**config.mk**
```make
export PLATFORM = sky130hd
export DESIGN_NAME = irq_vec_arbiter
export DESIGN_NICKNAME = d
export VERILOG_FILES = /design/src/rtl/irq_arb_pkg.sv /design/src/rtl/irq_cfg_regs.sv /design/src/rtl/irq_prio_pick.sv /design/src/rtl/irq_grant_ctl.sv /design/src/rtl/irq_vec_arbiter.sv
export SDC_FILE = /design/constraint.sdc
export NUM_CORES = 1
export LEC_CHECK = 0
export ABC_CLOCK_PERIOD_IN_PS = 1600
export BUFFER_PORTS_ARGS = -buffer_cell sky130_fd_sc_hd__buf_2
export CAP_MARGIN = 20
export CORE_AREA = 4 4 45 86
export DETAILED_ROUTE_END_ITERATION = 16
export DIE_AREA = 0 0 49 90
export MAX_ROUTING_LAYER = met4
export PLACE_DENSITY = 0.65
export SYNTH_ARGS = -nofsm -noshare
export SYNTH_HDL_FRONTEND = slang
export SYNTH_SLANG_ARGS = --single-unit
```
**constraint.sdc**
```tcl
create_clock -name clk -period 1.6 [get_ports clk]
set_clock_uncertainty 0.15 [all_clocks]
set_input_delay 0.24 -clock clk [delete_from_list [all_inputs] [get_ports clk]]
set_output_delay 0.24 -clock clk [all_outputs]
set_load 0.05 [all_outputs]
```
**src/rtl/irq_arb_pkg.sv**
```systemverilog
package irq_arb_pkg;

    localparam int BYTE_W = 8;

    typedef logic [BYTE_W-1:0] byte_t;

    // Priority order selected by control bit 1
    typedef enum logic {
        ORDER_FIXED  = 1'b0,
        ORDER_ROTATE = 1'b1
    } order_e;

    // Control byte: bit 0 global enable, bit 1 order select
    typedef struct packed {
        order_e order;
        logic   on;
    } ctl_t;

    // Register slot helpers
    function automatic int unsigned mask_slot();
        return 0;
    endfunction

    function automatic int unsigned entry_slot(int unsigned ch);
        return ch + 1;
    endfunction

    function automatic int unsigned ctl_slot(int unsigned nch);
        return nch + 1;
    endfunction

endpackage

```
**src/rtl/irq_cfg_regs.sv**
```systemverilog
module irq_cfg_regs
    import irq_arb_pkg::*;
#(
    parameter int NCH = 2,
    parameter int AW  = $clog2(NCH + 2)
) (
    input  logic                  clk,
    input  logic                  rst,
    input  logic                  we,
    input  logic [AW-1:0]         addr,
    input  byte_t                 wdata,
    output logic [NCH-1:0]        mask,
    output logic [NCH-1:0][7:0]   entry_tab,
    output ctl_t                  ctl
);

    localparam logic [AW-1:0] MASK_A = AW'(mask_slot());
    localparam logic [AW-1:0] CTL_A  = AW'(ctl_slot(NCH));

    always_ff @(posedge clk) begin
        if (rst) begin
            mask <= '0;
            ctl  <= '{order: ORDER_FIXED, on: 1'b0};
        end else if (we) begin
            if (addr == MASK_A) mask <= wdata[NCH-1:0];
            if (addr == CTL_A)  ctl  <= '{order: order_e'(wdata[1]), on: wdata[0]};
        end
    end

    for (genvar g = 0; g < NCH; g++) begin : g_entry
        localparam logic [AW-1:0] ENT_A = AW'(entry_slot(g));
        always_ff @(posedge clk) begin
            if (rst)                        entry_tab[g] <= '0;
            else if (we && addr == ENT_A)   entry_tab[g] <= wdata;
        end
    end

endmodule

```
**src/rtl/irq_prio_pick.sv**
```systemverilog
module irq_prio_pick
    import irq_arb_pkg::*;
#(
    parameter int NCH = 2,
    parameter int CW  = $clog2(NCH)
) (
    input  logic [NCH-1:0] pend,
    input  order_e         order,
    input  logic [CW-1:0]  last,
    output logic [NCH-1:0] win_oh,
    output logic [CW-1:0]  win_idx
);

    int   cand;
    logic found;

    always_comb begin
        win_oh  = '0;
        win_idx = '0;
        found   = 1'b0;
        cand    = 0;
        for (int off = 0; off < NCH; off++) begin
            if (order == ORDER_ROTATE) cand = (int'(last) + 1 + off) % NCH;
            else                       cand = off;
            if (!found && pend[cand]) begin
                found        = 1'b1;
                win_oh[cand] = 1'b1;
                win_idx      = CW'(cand);
            end
        end
    end

endmodule

```
**src/rtl/irq_grant_ctl.sv**
```systemverilog
module irq_grant_ctl
    import irq_arb_pkg::*;
#(
    parameter int NCH = 2,
    parameter int CW  = $clog2(NCH)
) (
    input  logic           clk,
    input  logic           rst,
    input  logic           inta,
    input  logic [NCH-1:0] pend,
    input  logic [NCH-1:0] win_oh,
    input  logic [CW-1:0]  win_idx,
    output logic [NCH-1:0] grant_oh,
    output logic [CW-1:0]  grant_idx,
    output logic [CW-1:0]  last
);

    logic inta_q;
    logic inta_rise;

    assign inta_rise = inta && !inta_q;

    always_ff @(posedge clk) begin
        if (rst) begin
            inta_q    <= 1'b0;
            grant_oh  <= '0;
            grant_idx <= '0;
            last      <= CW'(NCH - 1);
        end else begin
            inta_q <= inta;
            if (inta_rise) begin
                if (|pend) begin
                    grant_oh  <= win_oh;
                    grant_idx <= win_idx;
                    last      <= win_idx;
                end else begin
                    grant_oh  <= '0;
                end
            end else if (!inta) begin
                grant_oh <= '0;
            end
        end
    end

endmodule

```
**src/rtl/irq_vec_arbiter.sv**
```systemverilog
module irq_vec_arbiter
    import irq_arb_pkg::*;
#(
    parameter int NCH = 2,
    parameter int AW  = $clog2(NCH + 2)
) (
    input  logic           clk,
    input  logic           rst,
    input  logic           cfg_we,
    input  logic [AW-1:0]  cfg_addr,
    input  logic [7:0]     cfg_wdata,
    input  logic [NCH-1:0] irq_req,
    output logic [NCH-1:0] irq_ack,
    output logic           cpu_int,
    input  logic           cpu_inta,
    output logic [7:0]     vec_data,
    output logic           vec_oe
);

    localparam int CW = (NCH > 1) ? $clog2(NCH) : 1;

    logic [NCH-1:0]        mask;
    logic [NCH-1:0][7:0]   entry_tab;
    ctl_t                  ctl;
    logic [NCH-1:0]        pend;
    logic [NCH-1:0]        win_oh;
    logic [CW-1:0]         win_idx;
    logic [NCH-1:0]        grant_oh;
    logic [CW-1:0]         grant_idx;
    logic [CW-1:0]         last;

    irq_cfg_regs #(.NCH(NCH), .AW(AW)) u_regs (
        .clk       (clk),
        .rst       (rst),
        .we        (cfg_we),
        .addr      (cfg_addr),
        .wdata     (cfg_wdata),
        .mask      (mask),
        .entry_tab (entry_tab),
        .ctl       (ctl)
    );

    assign pend    = irq_req & mask & {NCH{ctl.on}};
    assign cpu_int = |pend;

    irq_prio_pick #(.NCH(NCH), .CW(CW)) u_pick (
        .pend    (pend),
        .order   (ctl.order),
        .last    (last),
        .win_oh  (win_oh),
        .win_idx (win_idx)
    );

    irq_grant_ctl #(.NCH(NCH), .CW(CW)) u_grant (
        .clk       (clk),
        .rst       (rst),
        .inta      (cpu_inta),
        .pend      (pend),
        .win_oh    (win_oh),
        .win_idx   (win_idx),
        .grant_oh  (grant_oh),
        .grant_idx (grant_idx),
        .last      (last)
    );

    assign irq_ack  = grant_oh & {NCH{cpu_inta}};
    assign vec_oe   = |irq_ack;
    assign vec_data = vec_oe ? entry_tab[grant_idx] : 8'h00;

endmodule

```
# After elaboration in Yosys (flattened, before gate mapping)
# Cells that the tools add are included.
word_totals:
  latchBits: 0
  register_bits: 25
  romBits: 0
  ram_bits: 0
  mem_count: 0
  out_inout_bits: 12
  word_cells: 63
  input_bits: 16
op_classes:
  muxes: 23
  n_reduce_logical: 14
  add_sub_neg: 2
  n_shift: 0
  mul: 0
  div_mod_pow: 0
  n_lt_le_gt_ge: 5
  eq_ne: 4
  bitwise_logic: 6
ops:
  columns: ["cell", "count"]
  rows:
  - ["$ge A32 B1 Y1 const B", 2]
  - ["$lt A32 B3 Y1 const B", 2]
  - ["$mux W32", 2]
  - ["$add A32 B2 Y32 const B", 1]
  - ["$mux W8", 3]
  - ["$mux W1", 11]
  - ["$mux W2", 5]
  - ["$and A2 B2 Y2", 3]
  - ["$logic_and A1 B1 Y1", 6]
  - ["$reduce_and A2 Y1", 3]
  - ["$eq A2 B2 Y1 const B", 2]
  - ["$reduce_or A2 Y1", 2]
  - ["$add A1 B1 Y2 const B", 1]
  - ["$demux W1 S1", 2]
  - ["$eq A2 B1 Y1 const B", 1]
  - ["$logic_not A1 Y1", 2]
  - ["$logic_not A2 Y1", 1]
  - ["$lt A1 B2 Y1 const B", 1]
  - ["$ne A2 B1 Y1 const B", 1]
  - ["$or A2 B2 Y2", 1]
  - ["$and A1 B1 Y1", 1]
  - ["$and A1 B1 Y1 const A", 1]

# Logic depth before layout (Yosys ltp)
# Gate-level depths: netlist of the first run.
logic_depth:
  word_depth: 12
  depth_mapped: 4
  mapped_depth_nobuf: 3

# Hierarchy
# A second synthesis of the first run with hierarchy kept.
unflattened:
  cells_unflattened: 127
  area_unflattened_um2: 1237.4
by_module_without_submodules:
  columns: ["mod", "seq_area_each_um2", "n_inst", "area_each_um2", "cells_each"]
  rows:
  - ["irq_cfg_regs", 400.4, 1, 838.3, 77]
  - ["irq_grant_ctl", 100.1, 1, 188.9, 20]
  - ["irq_vec_arbiter", 0.0, 1, 172.7, 25]
  - ["irq_prio_pick", 0.0, 1, 37.5, 5]

# Least setup slack after synthesis of the first run
# No wires, ideal clock.
synth_timing:
  path_kind: "register to output"
  startpoint: "register u_grant.grant_idx"
  endpoint: "output vec_data[0]"
  t_arrival_ns: 1.248
  path_stages_with_launch: 4
  required_ns: 1.210
  slack_ns: -0.038
  path_buffers: 1
  path_cell_list: "dfxtp_1 -> buf_2 -> mux2i_1 -> nor2_1"
synth_via:
  elab_chain_len: 3
synth_lines:
  columns: ["element", "line", "rtl"]
  rows:
  - ["start, declared", "irq_grant_ctl.sv:14", "output logic [CW-1:0] grant_idx,"]
  - ["start signal, assigned", "irq_grant_ctl.sv:34", "grant_idx <= win_idx;"]
  - ["$mux W8 (implied by the code) (2 in series)", "irq_vec_arbiter.sv:68", "assign vec_data = vec_oe ? entry_tab[grant_idx] : 8'h00;"]
  - ["$mux W8", "irq_vec_arbiter.sv:68", null]
  - ["end, declared", "irq_vec_arbiter.sv:16", "output logic [7:0] vec_data,"]
# Every way passes these cells. The select of a mux whose other input is x is not followed.

# Worst setup path in the final report of the first run
layout_timing:
  startpoint: "register u_grant.grant_idx"
  endpoint: "output vec_data[1]"
# Same word-level chain as after synthesis.

==> results of run 1 <==
[flip-flops by register name, indices dropped and copies added (netlist names)]
register,flops
u_grant.grant_idx,1
u_regs.entry_tab,16
u_regs.ctl,2
u_grant.last,1
u_grant.grant_oh,2
u_grant.inta_q,1
u_regs.mask,2
[metrics by stage]
step           power [mW]  cell area (µm²)  setup TNS [ns]
3_3_place_gp        0.755             1270           -1.37
3_5_place_dp        0.760             1270           -1.46
6_report             1.11             1420               0
4_1_cts              1.12             1370               0
5_1_grt              1.17             1420         -0.0786
2_1_floorplan       0.719             1080          -0.189
[layout by cell type, fill, tap and decap left out, types with 2 or more instances in the layout]
cell      netlist  routed
a21oi_1         2       2
nand3b_1        4       4
nand2_1         2       2
o21ai_0         2       2
dfxtp_1        25      22
nor2b_1         3       3
nor2_1         28      25
mux2i_2         0       2
dfxtp_2         0       3
buf_4           2       9
and2_1          2       2
buf_6           0       8
nor2_2          0       3
clkbuf_8        0       3
buf_2           1      17
mux2i_1        28      26
nand3_1         2       2
[layer usage]
layer / GRT usage (%) / share of wire [%] / routed length (µm) / vias up
li1: - / - / - / 444
met1: 11.4 / 38 / 920 / 409
met2: 21.9 / 56 / 1360 / 22
met3: 1.49 / 3.7 / 91 / 10
met4: 6.74 / 2.8 / 68 / 0
met5: - / 0 / 0 / -
[repair_timing]
item | 4_1_cts | 5_1_grt
gates resized for setup | 12 | 15
setup endpoints to repair | 9 | 10
pin swaps | 1 | 0
setup buffers | 3 | 0
[cell type report]
type                            count  area share, %
Timing Repair Buffer               35           17.7
Clock buffer                        4           3.18
Sequential cell                    25           35.6
Multi-Input combinational cell     80           40.6
Tap cell                           31           2.74
Inverter                            1          0.265
[cell families after synthesis]
family | share of synthesized area (%)
AND/OR/NAND/NOR | 19.1
buffers and inverters | 2.91
flip-flops | 46.5
AO/OA/AOI/OAI | 5.47
multiplexers | 26.0
[path summary, 6_finish.rpt]
kind                       start              endpoint  slack (ns)  depth (start not counted)
max            u_grant.grant_idx           vec_data[1]        0.03                          4
min                 cfg_wdata[2]  u_regs.entry_tab[10]        0.08                          3
max reg2reg        u_regs.ctl[0]   u_grant.grant_oh[0]        0.37                          3
min reg2reg  u_regs.entry_tab[6]   u_regs.entry_tab[6]        0.35                          2
[worst max-delay path, stage by stage, from the launching register on]
cell and delay (ns):
dfxtp_2 0.34, buf_6 0.14, mux2i_1 0.23, nor2_2 0.06
buf_6 0.15
[power by group]
| group | leakage (nW) | total (mW) | internal (mW) | switching, mW |
|---|---|---|---|---|
| Clock | 0.0228 | 0.362 | 0.178 | 0.184 |
| Combinational | 0.428 | 0.0962 | 0.0462 | 0.0500 |
| Sequential | 0.205 | 0.653 | 0.640 | 0.0124 |
==> metrics.csv, run 1 <==
stage;metric;value;unit
layout;Multi-input gate area;576;µm²
route;DR pass1 iterations;4;
synthesis;Mapped Nets;127;
sta;Final setup viols;0;
place;worst slack, placed;-0.190;ns
sta;worst-margin pin slew;0.422;ns
sta;RSZ-0062 raised after global routing;yes;
die;core area;3190;µm²
sta;Highest Clock Rate;0.637;GHz
sta;final hold vios;0;
critical_path;CP max FO;6;
route;Via density;5.03;
cts;CTS max path bufs;2;
critical_path;crit path kind;reg2out;
sta;Slew Limit Fails;0;
layout;ANT cells;0;
place;routability cong.;0.666;
route;starting DRC count in detailed routing;8;
die;effective utilization at floorplan;33.7;%
cts;Clock Pin Slew Worst Setup and Hold Paths;0.08;ns
die;chip height;90;µm
global_routing;gr usage total;12.0;%
cts;clk_lat worst skew;0.26;ns
synthesis;top cells by area, synth;dfxtp_1, mux2i_1, nor2_1, nand3b_1, nor2b_1;
sta;slew margin rel.;71.9;%
job;Max Cap Violations;0;
route;drt total wl;2440;µm
sta;Final WS setup;0.0306;ns
synthesis;Synth area leader;dfxtp_1;
route;DRC Markers;0;
layout;Final Net Count;162;
synthesis;Seq/Total Area, Yosys;46.5;%
global_routing;first-pass GRT wire length;4300;µm
cts;clock net sink count;25;
die;I/O pin cnt;28;
layout;Layout area overhead;31.7;%
place;dpl hpwl;1820;µm
sta;Tcrit/Tclk final;98.1;%
critical_path;CP Data Arrival Time;1.18;ns
cts;TritonCTS clock tree;yes;
synthesis;post-synth top area share;46.5;%
layout;Reg area;504;µm²
power_and_ir_drop;power density over cell area;783;nW/µm²
place;Inst Count DP;169;
synthesis;Main synth FF type;dfxtp_1;
critical_path;startpoint types;register;
die;Core Rows;29;
synthesis;synth unique cells;21;
status;status;completed;
global_routing;largest net degree at the start of global routing;25;
cts;H-tree levels;1;
synthesis;Commonest cells post-synth;mux2i_1, nor2_1, dfxtp_1;
critical_path;Critical Path RT;1.21;ns
global_routing;initial antenna violation count;0;
worst_hold_path;Hold Path Class;in2reg;
sta;min Tclk post-route;1.57;ns
sta;minimum hold slack;0.0781;ns
power_and_ir_drop;Leakage Power;0.655;nW
cts;Post-CTS Hold Fix Bufs;0;
cts;CTS Buf Count;3;
synthesis;synth warn;0;
synthesis;mean post-synth cell area;9.69;µm²
global_routing;vias in the first global route;1024;
route;via count;885;
synthesis;Synth Instances;111;
layout;Post-Layout Cell Count;176;
layout;layout cells sized above 1;33.8;%
synthesis;EDFF count, synth;0;
cts;CTS Root Cell;clkbuf_8;
route;Post-DRT Antenna Nets;0;
power_and_ir_drop;maximum vdd ir drop;0.541;mV
die;Die ar.;4410;µm²
synthesis;post-synthesis register bit count;25;
die;Die Span X;49;µm
synthesis;Mapped Area;1080;µm²
route;drt wl/cell;13.9;µm
global_routing;Congestion Overflow GR;0;
place;IO buf count;27;
critical_path;CP endpoint kind;output port;
synthesis;Post-synth ARST share;0;%
layout;fillers;333;
layout;Layout Utilization;44.4;%
Power figures use the tool's default switching activity.
==> inputs of run 2 (changes only) <==
Settings changed: ABC_CLOCK_PERIOD_IN_PS 1600 to 1900.
Clock period 1.6 ns to 1.9 ns, I/O delays scaled along.
==> run 2 against run 1 <==
Sequential share of layout area rose by 3.6 points. Utilization fell by 4.3 points. Worst hold slack improved by 0.034 ns. Cell area fell by 9.6%. Sequential cell count did not move. Global-route usage fell by 0.56 points. Sequential power fell by 16%. Power fell by 16%. First-iteration DRC count rose by 100%. Via count fell by 3.3%. Non-clock buffer count fell by 7. Critical path depth fell by 1. Critical path type unchanged.
==> metrics.csv, run 2 (synthesized netlist as in run 1, its figures left out) <==
stage;metric;value;unit;change
die;Core Rows;29;;unchanged
die;chip height;90;µm;unchanged
die;Die ar.;4410;µm²;unchanged
worst_hold_path;Hold EP;u_regs.entry_tab[13];;was u_regs.entry_tab[10]
critical_path;Worst R2R Start;u_regs.ctl[0];;unchanged
cts;CTS max path bufs;2;;unchanged
critical_path;CP endpoint kind;output port;;unchanged
sta;Slew Limit Fails;0;;unchanged
status;status;completed;;unchanged
place;IO buf count;27;;unchanged
layout;layout cells sized above 1;25.4;%;was 33.8%
layout;Layout area overhead;19.1;%;was 31.7%
worst_hold_path;Hold Crit Start;cfg_wdata[5];;was cfg_wdata[2]
route;drt total wl;2330;µm;was 2440 µm
sta;final hold vios;0;;unchanged
layout;max reg flops;16;;unchanged
layout;register with the most flip-flops;u_regs.entry_tab;;unchanged
cts;Clock Pin Slew Worst Setup and Hold Paths;0.08;ns;about the same
worst_hold_path;Hold Path Class;in2reg;;unchanged
critical_path;crit path kind;reg2out;;unchanged
critical_path;flop2flop setup slack;0.66;ns;was 0.37 ns
critical_path;R2R depth;3;;unchanged
cts;CTS Root Cell;clkbuf_8;;unchanged
route;drt wl/cell;13.8;µm;was 13.9 µm
die;I/O pin cnt;28;;unchanged
layout;most frequent cells in the layout;mux2i_1, nor2_1, buf_2;;was mux2i_1, nor2_1, dfxtp_1
power_and_ir_drop;Leakage Power;0.617;nW;was 0.655 nW
sta;Tcrit/Tclk final;92.6;%;
die;core area;3190;µm²;unchanged
critical_path;cells along the critical path;o21ai_2, nor2_1, buf_2;;was buf_6, mux2i_1, nor2_2, buf_6
sta;setup_tns;0;ns;unchanged
route;via count;856;;was 885
global_routing;initial antenna violation count;0;;unchanged
sta;Final setup viols;0;;unchanged
route;Post-DRT Antenna Nets;0;;unchanged
route;starting DRC count in detailed routing;16;;was 8
sta;min Tclk post-route;1.76;ns;
global_routing;gr usage total;11.4;%;was 12.0%
sta;RSZ-0062 raised after global routing;no;;was yes
critical_path;CP Data Arrival Time;1.32;ns;was 1.18 ns
global_routing;first-pass GRT wire length;3990;µm;was 4300 µm
sta;worst-margin pin slew;0.567;ns;was 0.422 ns
sta;slew margin rel.;62.1;%;was 71.9%
critical_path;reg-to-reg endpoint;u_grant.grant_oh[0];;unchanged
global_routing;largest net degree at the start of global routing;25;;unchanged
critical_path;CP max FO;9;;was 6
critical_path;Critical-path top delay cell;o21ai_2;;was dfxtp_2
die;Die Span X;49;µm;unchanged
power_and_ir_drop;maximum vdd ir drop;0.312;mV;was 0.541 mV
cts;clock net sink count;25;;unchanged
cts;TritonCTS clock tree;yes;;unchanged
critical_path;Critical Path RT;1.46;ns;was 1.21 ns
global_routing;Congestion Overflow GR;0;;unchanged
route;Top Metal Used;met4;;unchanged
route;met1 wire length;930;µm;was 920 µm
critical_path;startpoint types;register;;unchanged
cts;CTS Buf Count;3;;unchanged
route;Via density;5.07;;was 5.03
cts;# Post-CTS Setup Buffers;0;;was 3
place;dpl hpwl;1790;µm;was 1820 µm
layout;Final Net Count;155;;was 162
sta;minimum hold slack;0.113;ns;was 0.0781 ns
sta;Highest Clock Rate;0.569;GHz;
global_routing;vias in the first global route;907;;was 1024
critical_path;CP peak stage delay;0.39;ns;was 0.34 ns
die;effective utilization at floorplan;33.7;%;unchanged
place;routability cong.;0.706;;was 0.666
job;Max Cap Violations;0;;unchanged
route;DR pass1 iterations;4;;unchanged
cts;clk_lat worst skew;0.26;ns;about the same
worst_hold_path;Cells on Worst Hold Path;3;;unchanged
power_and_ir_drop;power density over cell area;724;nW/µm²;was 783 nW/µm²
layout;ANT cells;0;;unchanged
route;met3 routed WL;131;µm;was 91 µm
cts;H-tree levels;1;;unchanged
route;DRC Markers;0;;unchanged
route;met2 wire len;1200;µm;was 1360 µm
cts;Post-CTS Hold Fix Bufs;0;;unchanged
-- run 2: cell types whose count changed in the layout (fill, tap and decap cells not counted), moves of 3 or more --
cell	delta
buf_4	-8
nor2_2	-3
buf_6	-8
buf_2	+10
nor2_1	+3
-- run 2: how the worst max path moves through the flow --
stage | start | to | depth (start not counted)
floorplan | u_grant.grant_idx | vec_data[0] | 3
global placement | u_grant.grant_oh[0] | vec_data[2] | 3
detailed placement | u_grant.grant_oh[0] | vec_data[2] | 3
CTS | u_grant.grant_idx | vec_data[2] | 4
global route | u_grant.grant_oh[0] | vec_data[6] | 3
finish | u_grant.grant_oh[0] | vec_data[6] | 3
-- run 2: power breakdown --
part	internal, mW	leakage (nW)	switching [mW]
registers	0.539	0.204	0.00990
logic	0.0359	0.388	0.0401
clock network	0.146	0.0255	0.156
-- run 2: layout make-up --
cell class,count,area [µm²]
Timing Repair Buffer,28,143
Clock inverter,1,5.00
Clock buffer,3,41.3
Tap cell,31,38.8
Sequential cell,25,502
Fill cell,323,1910
Multi-Input combinational cell,80,548
Inverter,1,3.75
-- run 2: critical path: cells and delay by family, from the launching register on --
kind | cells | cell delay, ns
simple gates | 1 | 0.11
flops | 1 | 0.34
buf+inv | 1 | 0.23
compound gates | 1 | 0.39
-- run 2: repair_timing --
item	CTS	global route
gates resized for setup	1	1
endpoints found under the setup margin	9	3
endpoints found under the hold margin	0	0
-- run 2: layer usage --
layer  track usage (%)  up-vias
met2              19.5       23
met5                 -        -
met4              6.07        0
met3              2.48        7
li1                  -      436
met1              11.7      390
-- run 2: through the flow --
step | setup slack (ns) | total power [mW] | instances | area [µm²] | utilization [%]
after global placement | 0.217 | 0.633 | 165 | 1230 | 38.5
after floorplan | 0.217 | 0.605 | 111 | 1080 | -
after detailed placement | 0.160 | 0.637 | 165 | 1230 | 38.5
after global routing | 0.0267 | 0.968 | 169 | 1280 | 40.1
final | 0.141 | 0.927 | 169 | 1280 | 40.1
after CTS | 0.0480 | 0.938 | 169 | 1280 | 40.1
